===== config.mk =====
export PLATFORM = sky130hd
export DESIGN_NAME = trib_snap_bank
export DESIGN_NICKNAME = d
export VERILOG_FILES = /design/src/rtl/tsb_pkg.sv /design/src/rtl/tsb_addr_dec.sv /design/src/rtl/tsb_snap_chan.sv /design/src/rtl/trib_snap_bank.sv
export SDC_FILE = /design/constraint.sdc
export NUM_CORES = 2
export LEC_CHECK = 0
export ABC_CLOCK_PERIOD_IN_PS = 11800
export BUFFER_PORTS_ARGS = -buffer_cell sky130_fd_sc_hd__buf_2
export CAP_MARGIN = 20
export CORE_UTILIZATION = 51
export CTS_BUF_LIST = sky130_fd_sc_hd__clkbuf_8 sky130_fd_sc_hd__clkbuf_16
export DETAILED_ROUTE_END_ITERATION = 12
export PLACE_DENSITY_LB_ADDON = 0.12
export SKIP_LAST_GASP = 1
export SLEW_MARGIN = 20
export SYNTH_ARGS = -nofsm -noshare
export SYNTH_HDL_FRONTEND = slang
export SYNTH_SLANG_ARGS = --single-unit

===== constraint.sdc =====
create_clock -name clk -period 11.8 [get_ports clk]
set_clock_uncertainty 0.1 [all_clocks]
set_input_delay 1.77 -clock clk [delete_from_list [all_inputs] [get_ports clk]]
set_output_delay 1.77 -clock clk [all_outputs]
set_load 0.1 [all_outputs]

===== src/rtl/tsb_pkg.sv =====
package tsb_pkg;
    typedef enum logic {
        SNAP_IDLE   = 1'b0,
        SNAP_SETTLE = 1'b1
    } snap_state_e;
endpackage


===== src/rtl/tsb_addr_dec.sv =====
module tsb_addr_dec #(
    parameter int TRIB_W   = 5,
    parameter int OFF_W    = 4,
    parameter int NUM_TRIB = 21
) (
    input  logic [TRIB_W+OFF_W-1:0] addr,
    output logic                    trib_hit,
    output logic [TRIB_W-1:0]       trib_idx,
    output logic                    cnt_hit,
    output logic                    cnt_sel,
    output logic                    hi_byte
);
    localparam int ADDR_W = TRIB_W + OFF_W;
    localparam logic [OFF_W-1:0] OFF_B_LO = OFF_W'(6);
    localparam logic [OFF_W-1:0] OFF_B_HI = OFF_W'(7);
    localparam logic [OFF_W-1:0] OFF_A_LO = OFF_W'(8);
    localparam logic [OFF_W-1:0] OFF_A_HI = OFF_W'(9);

    logic [TRIB_W-1:0] trib_num;
    logic [OFF_W-1:0]  offset;

    assign trib_num = addr[ADDR_W-1 -: TRIB_W];
    assign offset   = addr[OFF_W-1:0];
    assign trib_hit = (trib_num != '0) && (trib_num <= TRIB_W'(NUM_TRIB));
    assign trib_idx = trib_num - TRIB_W'(1);

    always_comb begin
        cnt_hit = 1'b1;
        cnt_sel = 1'b0;
        hi_byte = 1'b0;
        unique case (offset)
            OFF_A_LO: begin cnt_sel = 1'b0; hi_byte = 1'b0; end
            OFF_A_HI: begin cnt_sel = 1'b0; hi_byte = 1'b1; end
            OFF_B_LO: begin cnt_sel = 1'b1; hi_byte = 1'b0; end
            OFF_B_HI: begin cnt_sel = 1'b1; hi_byte = 1'b1; end
            default:  cnt_hit = 1'b0;
        endcase
    end
endmodule


===== src/rtl/tsb_snap_chan.sv =====
module tsb_snap_chan
    import tsb_pkg::*;
#(
    parameter int CNT_W      = 16,
    parameter int SETTLE_CYC = 3
) (
    input  logic             clk,
    input  logic             rst_n,
    input  logic             evt,
    input  logic             trig,
    output logic [CNT_W-1:0] snap_buf
);
    localparam int               TMR_W    = $clog2(SETTLE_CYC + 1);
    localparam logic [CNT_W-1:0] CNT_MAX  = '1;
    localparam logic [TMR_W-1:0] TMR_LOAD = TMR_W'(SETTLE_CYC - 1);

    snap_state_e      state_q, state_d;
    logic [TMR_W-1:0] timer_q;
    logic [CNT_W-1:0] cnt_q, shadow_q;
    logic             take, commit;

    assign take   = (state_q == SNAP_IDLE) && trig;
    assign commit = (state_q == SNAP_SETTLE) && (timer_q == '0);

    // next-state: accept (IDLE->SETTLE), commit (SETTLE->IDLE)
    always_comb begin
        state_d = state_q;
        unique case (state_q)
            SNAP_IDLE:   if (trig)            state_d = SNAP_SETTLE;
            SNAP_SETTLE: if (timer_q == '0)   state_d = SNAP_IDLE;
            default:                          state_d = SNAP_IDLE;
        endcase
    end

    always_ff @(posedge clk or negedge rst_n) begin
        if (!rst_n) state_q <= SNAP_IDLE;
        else        state_q <= state_d;
    end

    // datapath driven by the state
    always_ff @(posedge clk or negedge rst_n) begin
        if (!rst_n) begin
            cnt_q    <= '0;
            shadow_q <= '0;
            timer_q  <= '0;
            snap_buf <= '0;
        end else begin
            if (take)
                cnt_q <= {{(CNT_W-1){1'b0}}, evt};
            else if (evt && (cnt_q != CNT_MAX))
                cnt_q <= cnt_q + CNT_W'(1);

            if (take) begin
                shadow_q <= cnt_q;
                timer_q  <= TMR_LOAD;
            end else if ((state_q == SNAP_SETTLE) && (timer_q != '0)) begin
                timer_q <= timer_q - TMR_W'(1);
            end

            if (commit)
                snap_buf <= shadow_q;
        end
    end


    sat_hold_chk: assert property (@(posedge clk) disable iff (!rst_n)
        (cnt_q == CNT_MAX && !take) |=> (cnt_q == CNT_MAX));


    cap_clear_chk: assert property (@(posedge clk) disable iff (!rst_n)
        take |=> (cnt_q <= CNT_W'(1)));


    buf_idle_chk: assert property (@(posedge clk) disable iff (!rst_n)
        (state_q == SNAP_IDLE) |=> $stable(snap_buf));


    settle_hold_chk: assert property (@(posedge clk) disable iff (!rst_n)
        (state_q == SNAP_SETTLE && timer_q != '0) |=>
            (state_q == SNAP_SETTLE && $stable(shadow_q)));
endmodule


===== src/rtl/trib_snap_bank.sv =====
module trib_snap_bank #(
    parameter int NUM_TRIB   = 21,
    parameter int SETTLE_CYC = 3
) (
    input  logic                clk,
    input  logic                rst_n,
    input  logic [8:0]          addr,
    input  logic                wr_en,
    input  logic [7:0]          wdata,
    input  logic                rd_en,
    output logic [7:0]          rdata,
    input  logic [NUM_TRIB-1:0] evt_a,
    input  logic [NUM_TRIB-1:0] evt_b
);
    localparam int TRIB_W  = 5;
    localparam int OFF_W   = 4;
    localparam int DATA_W  = 8;
    localparam int CNT_W   = 2 * DATA_W;
    localparam int NUM_CNT = 2;

    logic              trib_hit, cnt_hit, cnt_sel, hi_byte;
    logic [TRIB_W-1:0] trib_idx;
    logic [CNT_W-1:0]  snap_buf [NUM_TRIB][NUM_CNT];
    logic [NUM_TRIB*NUM_CNT-1:0] trig_vec;
    logic [CNT_W-1:0]  sel_word;
    logic              unused_wdata;

    assign unused_wdata = ^wdata;

    tsb_addr_dec #(
        .TRIB_W  (TRIB_W),
        .OFF_W   (OFF_W),
        .NUM_TRIB(NUM_TRIB)
    ) i_dec (
        .addr    (addr),
        .trib_hit(trib_hit),
        .trib_idx(trib_idx),
        .cnt_hit (cnt_hit),
        .cnt_sel (cnt_sel),
        .hi_byte (hi_byte)
    );

    for (genvar t = 0; t < NUM_TRIB; t++) begin : g_trib
        for (genvar c = 0; c < NUM_CNT; c++) begin : g_cnt
            assign trig_vec[t*NUM_CNT + c] = wr_en && trib_hit && cnt_hit &&
                (trib_idx == TRIB_W'(t)) && (cnt_sel == 1'(c));

            tsb_snap_chan #(
                .CNT_W     (CNT_W),
                .SETTLE_CYC(SETTLE_CYC)
            ) i_chan (
                .clk     (clk),
                .rst_n   (rst_n),
                .evt     ((c == 0) ? evt_a[t] : evt_b[t]),
                .trig    (trig_vec[t*NUM_CNT + c]),
                .snap_buf(snap_buf[t][c])
            );
        end
    end

    always_comb begin
        sel_word = '0;
        rdata    = '0;
        if (rd_en && trib_hit && cnt_hit) begin
            sel_word = snap_buf[trib_idx][cnt_sel];
            rdata    = hi_byte ? sel_word[CNT_W-1:DATA_W] : sel_word[DATA_W-1:0];
        end
    end


    rd_idle_chk: assert property (@(posedge clk) disable iff (!rst_n)
        !rd_en |-> (rdata == '0));


    glob_zero_chk: assert property (@(posedge clk) disable iff (!rst_n)
        (rd_en && (addr[8:4] == '0 || addr[8:4] > 5'(NUM_TRIB))) |-> (rdata == '0));


    one_trig_chk: assert property (@(posedge clk) disable iff (!rst_n)
        $onehot0(trig_vec));
endmodule


---- Word level (Yosys, flattened, before mapping) ----
Cells that the tools add are included.
storage, ports and cells
  bits in registers ....................... 2,142
  input port bits ......................... 63
  word-level logic and storage cells ...... 1,123
operators by class
  $add $sub $neg .......................... 85
  $lt $le $gt $ge ......................... 3
  eq/ne operators ......................... 66
  muxes and demuxes ....................... 305
  bitwise gates (word level) .............. 45
  reduce and logical (&&, ||, !) cells .... 409
operators with widths
  cell                                                                count
  16-bit two-way mux                                                  87
  16-bit by 1-bit adder with 16-bit output, second input constant     42
  16-bit inequality test, second input constant                       42
  2-bit nonzero test                                                  126
  1-bit logical AND                                                   236
  2-bit two-way mux                                                   84
  32-bit binary-select mux with 5-bit select                          1
  1-bit two-way mux                                                   87
  2-bit zero test                                                     42
  1-bit case mux with 2 select lines                                  42
  2-bit by 1-bit subtractor with 2-bit output, second input constant  42
  32-bit two-way mux                                                  2
  1-bit inverter                                                      43
  5-bit by 4-bit == test with 1-bit output, second input constant     8
  5-bit == test, second input constant                                5
  5-bit by 3-bit == test with 1-bit output, second input constant     4
  8-bit two-way mux                                                   2
  5-bit by 2-bit == test with 1-bit output, second input constant     2
  4-bit by 3-bit == test with 1-bit output, second input constant     2
  4-bit == test, second input constant                                2
  6-bit greater-or-equal comparator, second input constant            1
  5-bit inverter with 6-bit output                                    1
  5-bit by 1-bit == test with 1-bit output, second input constant     1
  5-bit less-or-equal comparator, second input constant               1
  7 further kinds                                                     8

---- Depth between registers and ports, before layout ----
  depth after elaboration ................. 10
  gate-level depth with buffers ........... 17
  depth with buffers taken out ............ 8

---- Hierarchy ----
From an unflattened synthesis, not the netlist that was laid out.
unflattened totals
  cell total of the unflattened synthesis .. 9,121
  area total of the unflattened synthesis .. 98,929.9 um^2
by module, submodules not included
  module                                          instances  cells an instance  area each (um^2)  seq. area each (um^2)
  tsb_snap_chan at g_trib[0].g_cnt[0].i_chan ...  40         203                2,205.9           1,276.2
  trib_snap_bank                                  1          555                6,054.6           0.0
  tsb_snap_chan at g_trib[9].g_cnt[0].i_chan      1          218                2,273.4           1,276.2
  tsb_snap_chan at g_trib[9].g_cnt[1].i_chan      1          209                2,234.6           1,276.2
  tsb_addr_dec                                    1          19                 132.6             0.0

---- Least setup slack after synthesis ----
No wires, ideal clock.
  path kind ............................... input to output
  from .................................... input port addr[4]
  to ...................................... output port rdata[0]
  data arrival time ....................... 7.904 ns
  data required time ...................... 9.930 ns
  setup slack ............................. 2.026 ns
  stages on the path ...................... 15
  cell sequence ........................... buf_2 -> buf_4 -> buf_4 -> buf_2 -> buf_2 -> inv_1 -> ha_1 -> buf_2 -> nor3b_4 -> xnor2_2 -> clkbuf_1 -> clkbuf_1 -> clkbuf_1 -> nor3_1 -> nor4b_1
on the way
  longest elaborated chain between the ends .. 10
  elaborated cells on any way between the ends .. 15
RTL lines
  what                                                    RTL line              text
  from (decl)                                             trib_snap_bank.sv:7   input logic [8:0] addr,
  5-bit by 1-bit subtractor with 5-bit output             tsb_addr_dec.sv:25    assign trib_idx = trib_num - TRIB_W'(1);
  5-bit inverter with 6-bit output (not written as such)  trib_snap_bank.sv:65  sel_word = snap_buf[trib_idx][cnt_sel];
  32-bit binary-select mux with 5-bit select              trib_snap_bank.sv:65
  32-bit two-way mux (not written as such) (2 in series)  trib_snap_bank.sv:65
  16-bit two-way mux (not written as such) (3 in series)  trib_snap_bank.sv:65
  8-bit two-way mux                                       trib_snap_bank.sv:66  rdata = hi_byte ? sel_word[CNT_W-1:DATA_W] : sel_word[DATA_W-1:0];
  8-bit two-way mux (*)                                   trib_snap_bank.sv:64  if (rd_en && trib_hit && cnt_hit) begin
  to (decl)                                               trib_snap_bank.sv:11  output logic [7:0] rdata,
Every way passes the cells marked *; elsewhere a longest branch is shown, timed or not. The select of a mux whose other input is x is not followed.

---- Final worst setup path ----
  from .................................... input port addr[4]
  to ...................................... output port rdata[7]
The elaborated chain is that of the path after synthesis.

==> qor.yml <==
outcome: "finished, final reports clean"
critPathLaunch: "addr[4]"
clk_pin_slew_ns: 0.06
utilization_pct: 57.2
setup_viol: 0
slew_viol_final: 0
path_class: "primary input to output pin"
syn2layout_area_growth_pct: 11.3
min_from: "g_trib[14].g_cnt[0].i_chan.shadow_q[0]"
cts-resized-gates: 0
async_reset_ff_share_pct: 100
synth_top_cell_by_area: "dfrtp_1"
die_area_sq_um: 188000
overflow: 0
ys_seq_area_share_pct: 56.3
start_util_pct: 51.4
r2r-start: "g_trib[16].g_cnt[1].i_chan.cnt_q[0]"
required_ns: 9.93
synth_cell_types: 91
die_w_microns: 434
netlist_top_cells_count: "dfrtp_1 (2,142), nand2_1 (1,318), mux2_2 (1,014)"
antenna_found_initial: 26
synthCells: 8059
peakVddDrop_mv: 0.132
rsz0062_at_grt: "false"
synth.avg_cell_area_sq_um: 11.8
core_area_sq_um: 185000
yosysWarnings: 0
synthFlopType: "dfrtp_1"
top_layer_used: "met5"
tightestPinTransition_ns: 1.13
syn_area_sq_um: 95200
hold_viol: 0
p_leak_uw: 0.0517
numCtsBuffers: 220
crit_fanout: 61
startpoint_type: "primary input"
grt_pass1_wl_microns: 352000
drcViolationCount: 0
cts_num_sinks: 2142
setup_tns_ns: 0
die_y_microns: 434
final_nets: 8293
top_level_ports: 71
vias: 61000
cp.arrival_ns: 6.66
rows: 158
max_freq_mhz: 117
met3WireLength_microns: 8690
ant_nets: 0
grt_start_max_net_pins: 181
hpwlAfterDp_microns: 154000
min_period_over_period_pct: 72.3
hp-class: "register to register"
wl_met2_microns: 104000
grt_pass1_vias: 60500
end_kind: "output pin"
synth_edf_count: 0
max_slew_margin_pct: 24.2
place_congestion: 0.877
cts_tree: "yes"
viasPerCell: 5.64
clk_latency_ns: 0.87
ctsRootBufferMaster: "clkbuf_16"
track_usage_pct: 24.0
wire_per_inst_microns: 20.5
ctsHoldBuffers: 0
cap_violations: 0
synth_nets: 8211
met1_length_microns: 102000
drt_wl_total_microns: 222000
drt_iter0_drc: 4699
drive_above_1_share_pct: 21.5
yosysMostFrequentCell: "dfrtp_1"
synth.top_cell.area_share_pct: 56.3
min_period_ns: 8.53
ctsLongestPathBuffers: 3
synth_area_leaders: "dfrtp_1 (56%), mux2_2 (12%), nand2_1 (5.2%)"
io_buffers: 62
post_cts_buffers: 0
dr.pass1.iters: 5
synth_seq_cells: 2142
htree_levels: 4
power.density_nw_per_um2: 163
final cells by class:
cell class                 count  area (sq um)
inverter                     148           556
antenna                        6          15.0
sequential                  2142         53600
tap                         2480          3100
clock buffer                 283          6370
fill                       15500         79400
timing repair buffer         162          1270
multi-input combinational   5467         39800
clock inverter               129          1310
state kept, by name, summed over array words and instances, names as in the netlist:
name,count
g_trib.g_cnt.i_chan.state_q,42
g_trib.g_cnt.i_chan.cnt_q,672
g_trib.g_cnt.i_chan.snap_buf,672
g_trib.g_cnt.i_chan.timer_q,84
g_trib.g_cnt.i_chan.shadow_q,672
worst max-delay path: stages:
cell,delay (ns)
buf_8,0.48
inv_1,0.24
ha_4,0.71
buf_12,0.36
nand3b_1,0.16
nor2_2,0.12
buf_4,0.36
a22oi_1,0.25
a2111oi_0,0.95
nor3_1,0.12
a31oi_1,0.54
buf_2,0.54
cell families after synthesis:
family,synth area share [%]
adder cells (fa/ha/maj),1.17
buffers and inverters,2.11
multiplexers,17.0
AO/OA/AOI/OAI,3.60
flip-flops,56.3
XOR/XNOR,4.96
AND/OR/NAND/NOR,14.9
final timing paths:
kind | endpoint | slack, ns | depth (start not counted)
hold / removal | g_trib[14].g_cnt[0].i_chan.shadow_q[0] | 0.37 | 2
setup / recovery | rdata[7] | 3.27 | 12
min in group asynchronous | g_trib[17].g_cnt[1].i_chan.cnt_q[4] | 0.79 | 1
max in group asynchronous | g_trib[5].g_cnt[0].i_chan.shadow_q[1] | 8.01 | 4
setup reg to reg | g_trib[16].g_cnt[1].i_chan.cnt_q[8] | 9.22 | 7
hold reg to reg | g_trib[14].g_cnt[0].i_chan.shadow_q[0] | 0.37 | 2
cells in the final DEF, fill, tap and decap left out, types with 167 or more instances in the layout:
cell type and n:
xor2_1 374, nand2_1 1317, mux2_2 1014, mux4_2 167, dfrtp_1 2142, inv_1 191, nand4_1 168, nor2_1 701
clkbuf_16 220, nand3_1 273
report_power, final:
group	total (uW)	internal, uW	switching, uW
clock network	7220	4220	2990
registers	8540	7870	667
logic	1490	639	856
per-layer routing:
layer  track usage (%)  vias to the layer above
met1              34.5                    31300
met4              7.38                        2
li1                  -                    28300
met5                 0                        -
met3              3.31                      344
met2              37.8                     1043
stage by stage:
stage          setup slack [ns]  total power, uW  hold slack [ns]  cell area (sq um)  cells
2_1_floorplan              2.03             9550            0.342              95200   8059
3_3_place_gp               3.24            10100            0.356              98200  10400
3_5_place_dp               3.28            10200            0.359              98200  10400
4_1_cts                    3.27            17400            0.373             106000  10800
5_1_grt                    3.06            18000            0.390             106000  10800
6_report                   3.27            17200            0.371             106000  10800
No activity file was read; power rests on OpenSTA's default activity.
